===== src/rtl/rtq_pkg.sv =====
package rtq_pkg;

  typedef enum logic [1:0] {
    CMD_NOP  = 2'd0,
    CMD_READ = 2'd1,
    CMD_BST  = 2'd2
  } rtq_cmd_e;

  typedef struct packed {
    logic cs_n;
    logic ras_n;
    logic cas_n;
    logic we_n;
  } rtq_pins_t;

  function automatic rtq_pins_t rtq_encode(input rtq_cmd_e c);
    rtq_pins_t p;
    case (c)
      CMD_READ: p = 4'b0101;
      CMD_BST:  p = 4'b0110;
      default:  p = 4'b0111;
    endcase
    return p;
  endfunction

endpackage


===== src/rtl/rtq_req_check.sv =====
module rtq_req_check #(
  parameter int BURST_LEN = 8,
  localparam int CNT_W = $clog2(BURST_LEN + 1)
) (
  input  logic [CNT_W-1:0] count,
  input  logic             autopre,
  output logic             ok,
  output logic [CNT_W-1:0] eff_count,
  output logic             trunc
);

  localparam logic [CNT_W-1:0] BL_C = CNT_W'(BURST_LEN);

  always_comb begin
    ok        = (count != '0) && (count <= BL_C);
    eff_count = autopre ? BL_C : count;
    trunc     = !autopre && (count < BL_C);
  end

endmodule


===== src/rtl/rtq_timeline.sv =====
module rtq_timeline #(
  parameter int BURST_LEN = 8,
  localparam int CNT_W  = $clog2(BURST_LEN + 1),
  localparam int TICK_W = $clog2(BURST_LEN + 5)
) (
  input  logic             clk,
  input  logic             rst,
  input  logic             start,
  input  logic [CNT_W-1:0] cnt,
  input  logic             cl3,
  input  logic             trunc,
  output logic             busy,
  output logic             ev_bst,
  output logic             ev_valid,
  output logic             ev_done
);

  logic [TICK_W-1:0] tick_q;
  logic [CNT_W-1:0]  cnt_q;
  logic              cl3_q;
  logic              trunc_q;
  logic [TICK_W-1:0] tick_n;
  logic [TICK_W-1:0] lat;
  logic [TICK_W-1:0] end_tick;

  always_comb begin
    tick_n   = tick_q + 1'b1;
    lat      = cl3_q ? TICK_W'(3) : TICK_W'(2);
    end_tick = lat + TICK_W'(cnt_q);
    ev_bst   = busy && trunc_q && (tick_n == TICK_W'(cnt_q));
    ev_valid = busy && (tick_n >= lat) && (tick_n < end_tick);
    ev_done  = busy && (tick_n == end_tick);
  end

  always_ff @(posedge clk) begin
    if (rst) begin
      busy    <= 1'b0;
      tick_q  <= '0;
      cnt_q   <= '0;
      cl3_q   <= 1'b0;
      trunc_q <= 1'b0;
    end else if (start) begin
      busy    <= 1'b1;
      tick_q  <= '0;
      cnt_q   <= cnt;
      cl3_q   <= cl3;
      trunc_q <= trunc;
    end else if (busy) begin
      tick_q <= tick_n;
      if (ev_done) busy <= 1'b0;
    end
  end

  AST_NO_START_BUSY: assert property (@(posedge clk) disable iff (rst)
    start |-> !busy) else $error("start while busy");

  AST_BST_BEFORE_DONE: assert property (@(posedge clk) disable iff (rst)
    ev_bst |-> !ev_done && busy) else $error("terminate outside read");

endmodule


===== src/rtl/rtq_cmd_drive.sv =====
module rtq_cmd_drive
  import rtq_pkg::*;
#(
  parameter int BANK_W = 2,
  parameter int COL_W  = 8,
  parameter int ADDR_W = 12,
  parameter int AP_BIT = 10
) (
  input  logic              clk,
  input  logic              rst,
  input  rtq_cmd_e          cmd,
  input  logic [BANK_W-1:0] bank,
  input  logic [COL_W-1:0]  col,
  input  logic              ap,
  output logic              cs_n,
  output logic              ras_n,
  output logic              cas_n,
  output logic              we_n,
  output logic [BANK_W-1:0] ba,
  output logic [ADDR_W-1:0] addr,
  output logic              dqm
);

  logic              is_read;
  logic [ADDR_W-1:0] addr_d;
  rtq_pins_t         pins_d;

  assign is_read = (cmd == CMD_READ);
  assign pins_d  = rtq_encode(cmd);

  for (genvar i = 0; i < ADDR_W; i++) begin : g_addr
    if (i == AP_BIT) begin : g_ap
      assign addr_d[i] = is_read & ap;
    end else if (i < COL_W) begin : g_col
      assign addr_d[i] = is_read & col[i];
    end else begin : g_zero
      assign addr_d[i] = 1'b0;
    end
  end

  always_ff @(posedge clk) begin
    if (rst) begin
      cs_n  <= 1'b0;
      ras_n <= 1'b1;
      cas_n <= 1'b1;
      we_n  <= 1'b1;
      ba    <= '0;
      addr  <= '0;
      dqm   <= 1'b0;
    end else begin
      cs_n  <= pins_d.cs_n;
      ras_n <= pins_d.ras_n;
      cas_n <= pins_d.cas_n;
      we_n  <= pins_d.we_n;
      ba    <= is_read ? bank : '0;
      addr  <= addr_d;
      dqm   <= 1'b0;
    end
  end

  AST_NOP_ZERO_ADDR: assert property (@(posedge clk) disable iff (rst)
    (ras_n && cas_n && we_n) |-> (addr == '0 && ba == '0)) else $error("nop addr");

endmodule


===== src/rtl/sdram_rdtrunc_seq.sv =====
module sdram_rdtrunc_seq
  import rtq_pkg::*;
#(
  parameter int BANK_W    = 2,
  parameter int COL_W     = 8,
  parameter int ADDR_W    = 12,
  parameter int AP_BIT    = 10,
  parameter int BURST_LEN = 8,
  localparam int CNT_W    = $clog2(BURST_LEN + 1)
) (
  input  logic              clk,
  input  logic              rst,
  input  logic              req_valid,
  input  logic [BANK_W-1:0] req_bank,
  input  logic [COL_W-1:0]  req_col,
  input  logic [CNT_W-1:0]  req_count,
  input  logic              req_cl3,
  input  logic              req_autopre,
  output logic              cmd_cs_n,
  output logic              cmd_ras_n,
  output logic              cmd_cas_n,
  output logic              cmd_we_n,
  output logic [BANK_W-1:0] cmd_ba,
  output logic [ADDR_W-1:0] cmd_addr,
  output logic              cmd_dqm,
  output logic              rd_valid,
  output logic              done,
  output logic              err
);

  logic             busy;
  logic             accept;
  logic             ok;
  logic             trunc;
  logic             start;
  logic [CNT_W-1:0] eff_count;
  logic             ev_bst;
  logic             ev_valid;
  logic             ev_done;
  logic             ap_q;
  rtq_cmd_e         cmd_sel;

  assign accept = req_valid && !busy;
  assign start  = accept && ok;

  rtq_req_check #(.BURST_LEN(BURST_LEN)) i_check (
    .count     (req_count),
    .autopre   (req_autopre),
    .ok        (ok),
    .eff_count (eff_count),
    .trunc     (trunc)
  );

  rtq_timeline #(.BURST_LEN(BURST_LEN)) i_timeline (
    .clk      (clk),
    .rst      (rst),
    .start    (start),
    .cnt      (eff_count),
    .cl3      (req_cl3),
    .trunc    (trunc),
    .busy     (busy),
    .ev_bst   (ev_bst),
    .ev_valid (ev_valid),
    .ev_done  (ev_done)
  );

  always_comb begin
    if (start)       cmd_sel = CMD_READ;
    else if (ev_bst) cmd_sel = CMD_BST;
    else             cmd_sel = CMD_NOP;
  end

  rtq_cmd_drive #(
    .BANK_W (BANK_W),
    .COL_W  (COL_W),
    .ADDR_W (ADDR_W),
    .AP_BIT (AP_BIT)
  ) i_drive (
    .clk   (clk),
    .rst   (rst),
    .cmd   (cmd_sel),
    .bank  (req_bank),
    .col   (req_col),
    .ap    (req_autopre),
    .cs_n  (cmd_cs_n),
    .ras_n (cmd_ras_n),
    .cas_n (cmd_cas_n),
    .we_n  (cmd_we_n),
    .ba    (cmd_ba),
    .addr  (cmd_addr),
    .dqm   (cmd_dqm)
  );

  always_ff @(posedge clk) begin
    if (rst) begin
      rd_valid <= 1'b0;
      done     <= 1'b0;
      err      <= 1'b0;
      ap_q     <= 1'b0;
    end else begin
      rd_valid <= ev_valid;
      done     <= ev_done;
      err      <= accept && !ok;
      if (start) ap_q <= req_autopre;
    end
  end

  logic out_read;
  logic out_bst;
  logic out_nop;
  assign out_read = !cmd_cs_n && cmd_ras_n && !cmd_cas_n && cmd_we_n;
  assign out_bst  = !cmd_cs_n && cmd_ras_n && cmd_cas_n && !cmd_we_n;
  assign out_nop  = !cmd_cs_n && cmd_ras_n && cmd_cas_n && cmd_we_n;

  AST_ERR_NO_CMD: assert property (@(posedge clk) disable iff (rst)
    err |-> out_nop && !rd_valid && !done) else $error("cmd on err");

  AST_BST_NOT_AP: assert property (@(posedge clk) disable iff (rst)
    out_bst |-> !ap_q) else $error("terminate with auto precharge");

  AST_VALID_LATENCY: assert property (@(posedge clk) disable iff (rst)
    $rose(rd_valid) |-> ($past(out_read, 2) || $past(out_read, 3))) else $error("latency");

  AST_DONE_AFTER_VALID: assert property (@(posedge clk) disable iff (rst)
    done |-> $past(rd_valid) && !rd_valid) else $error("done placement");

  AST_DONE_PULSE: assert property (@(posedge clk) disable iff (rst)
    done |=> !done) else $error("done width");

endmodule


===== config.mk =====
export PLATFORM = sky130hd
export DESIGN_NAME = sdram_rdtrunc_seq
export DESIGN_NICKNAME = d
export VERILOG_FILES = /design/src/rtl/rtq_pkg.sv /design/src/rtl/rtq_req_check.sv /design/src/rtl/rtq_timeline.sv /design/src/rtl/rtq_cmd_drive.sv /design/src/rtl/sdram_rdtrunc_seq.sv
export SDC_FILE = /design/constraint.sdc
export NUM_CORES = 1
export LEC_CHECK = 0
export CAP_MARGIN = 20
export CORE_MARGIN = 1.5
export CORE_UTILIZATION = 47
export CTS_CLUSTER_SIZE = 40
export DETAILED_ROUTE_END_ITERATION = 10
export PLACE_DENSITY = 0.83
export SYNTH_ARGS = -nofsm -noshare
export SYNTH_HDL_FRONTEND = slang
export SYNTH_SLANG_ARGS = --single-unit

===== constraint.sdc =====
create_clock -name clk -period 6.1 [get_ports clk]
set_clock_uncertainty 0.15 [all_clocks]
set_input_delay 1.22 -clock clk [delete_from_list [all_inputs] [get_ports clk]]
set_output_delay 1.22 -clock clk [all_outputs]
set_load 0.005 [all_outputs]

==> out/qor.yml <==
yosys_warnings: 0
slowest_stage: "or4_4"
power_frac_seq: 0.610
required_ns: 6.15
yosys.area_share.simple: 0.222
cts_tree: "built"
critical_path_class: "in2reg"
internal_power_uw: 237
hold_violations: 0
dieWidth_um: 53.1
cts_root_buf: "clkbuf_4"
drt-pass1-iter-count: 4
synth_cell_type_count: 29
rsz0062_at_grt: "no"
synthTopCellsByArea: "dfxtp_1, ha_1, and2_1"
clk_pin_slew_ns: 0.12
status: "finished clean"
grt_pass1_wl_mm: 3.30
n_antenna_cell: 0
grt_max_degree: 15
syn_area_per_cell_sq_um: 9.59
port_buffers: 34
synth-xor-area-share: 0.0891
max_cap_violations: 0
overflow: 0
syn_area_sq_mm: 0.00118
synth_compound_area_frac: 0.0583
fin_nets: 182
p_comb_frac: 0.156
synth_top_area_share: 0.458
vias: 873
drt_iter0_drc: 11
setup_viol: 0
synth_top_family_by_area: "simple AND/OR/NAND/NOR gates"
synth_seq_cells: 27
switching_share: 0.234
clkPwrFrac: 0.234
leakagePower_nw: 0.620
ys_seq_area_frac: 0.458
viasPerCell: 4.77
ys_top_cells_by_count: "dfxtp_1, and2_1, nor2_1"
post_cts_buffers: 0
fp-row-count: 17
synth_fa_ha_area_frac: 0.0742
yosysMostFrequentCell: "dfxtp_1"
critPathMaxStageDelay_ns: 0.55
start_util: 0.514
synth_edf_count: 0
critPathLaunchType: "input pin"
cp_top_family: "simple AND/OR/NAND/NOR gates"
grt.total_usage: 0.159
clockBufferDepth: 2
place_congestion: 0.815
cts_buffers: 3
antenna_found_initial: 0
min_path_type: "reg2reg"
crit_path_max_fanout: 11
drt-total-wl_mm: 2.10
fmax_mhz: 331
worstSetupEndpointType: "flop"
yosys.area.top_type: "dfxtp_1"
drcViolationCount: 0
rrSetupSlack_ns: 3.75
htreeDepth: 1
power.density_mw_per_mm2: 202
synth-async-reset-ratio: 0
fin_setup_tns_ns: 0
area_growth_pct: 30.0
cts_hold_buf: 0
final_cell_area_sq_mm: 0.00153
synthCells: 123
clock-sinks: 27
clk_latency_ns: 0.32
whs_ns: 0.335
ant_nets: 0
maxSlewViolCount: 0
max-vdd-ir-drop_mv: 0.163
die_y_um: 53.1
synthFlopType: "dfxtp_1"
core_area_sq_mm: 0.00230
crit_buf_inv: 1
io_pins: 41
synth_mux_area_frac: 0.0170
dieArea_sq_mm: 0.00282
switchingPower_uw: 72.5
fin_crit_sh: 0.496
post_route_cells_drive_above_1_share: 0.0516
wl_per_cell_um: 11.5
post-dp-hpwl_mm: 1.64
grt_pass1_vias: 817
period_needed_ns: 3.02
cp.arrival_ns: 3.07
path_cells: "clkdlybuf4s50_1, or4_4, nand3_2, nand2_2, or4_1"
ctsResizeCount: 0
place_area_sq_mm: 0.00151
==> flip-flops by register name (all words and copies together) (netlist names), 2 cells and up <==
signal and flops:
i_timeline.tick_q 4, i_drive.addr 9, i_timeline.cnt_q 4, i_drive.ba 2
==> path summary, 6_finish.rpt <==
| kind | start | endpoint | cells past startpoint |
|---|---|---|---|
| worst max-delay path | req_count[1] | i_drive.we_n | 5 |
| worst min-delay path | i_timeline.trunc_q | i_timeline.trunc_q | 2 |
| worst max register to register | i_timeline.tick_q[0] | rd_valid | 6 |
| worst min register to register | i_timeline.trunc_q | i_timeline.trunc_q | 2 |
==> power by group through the flow <==
stage	Combinational, mW	Sequential, mW	Clock, mW
floorplan	0.0302	0.191	0
global placement	0.0471	0.193	0
detailed placement	0.0484	0.193	0
CTS	0.0489	0.189	0.0753
global route	0.0543	0.190	0.0802
finish	0.0484	0.189	0.0726
==> stage by stage <==
stage                     utilization  instances  setup WS [ns]  power [mW]
final                           0.668        183           3.08       0.310
after floorplan                     -        127           3.41       0.221
after global placement          0.656        179           2.81       0.240
after detailed placement        0.656        179           2.74       0.241
after global routing            0.668        183           3.04       0.324
after CTS                       0.668        183           3.09       0.313
==> tightest hold or removal path, stage by stage, from the launching register on <==
cell     delay [ns]
dfxtp_1        0.34
nand2_1        0.06
a21oi_1        0.06
==> cells in the final DEF (no fill, tap or decap), drive strengths merged <==
cell           Yosys  layout
ha                 7       7
clkbuf             3       4
nor2b              2       2
conb               2       6
a31o               1       1
dfxtp             27      27
or4                3       3
and2              13      13
nor3b              4       4
or3                1       1
nand2              5       5
o21ai              3       3
o31ai              1       1
nand3              3       3
a21oi              6       6
o21a               1       1
xnor2              7       7
xor2               5       5
inv                7       7
mux2i              2       2
clkdlybuf4s50      0      34
and3               1       1
nand4              3       3
nor2               9       9
==> kinds of logic after synthesis <==
logic type / after synthesis
AND/OR/NAND/NOR: 44
flip-flops: 27
buffers and inverters: 17
AO/OA/AOI/OAI: 12
XOR/XNOR: 12
adder cells (fa/ha/maj): 7
other: 2
multiplexers: 2
==> cell type report <==
cell class,count,area [sq um]
Clock buffer,4,26.3
Timing Repair Buffer,34,340
Multi-Input combinational cell,83,566
Fill cell,198,763
Inverter,7,26.3
Tap cell,28,35.0
Sequential cell,27,541
==> per-layer routing <==
| metal | track usage | share of wire |
|---|---|---|
| met2 | 0.271 | 0.44 |
| met1 | 0.189 | 0.47 |
| met5 | 0 | 0 |
| met4 | 0.0556 | 0.010 |
| met3 | 0.0452 | 0.085 |
No activity file was read; power rests on OpenSTA's default activity.
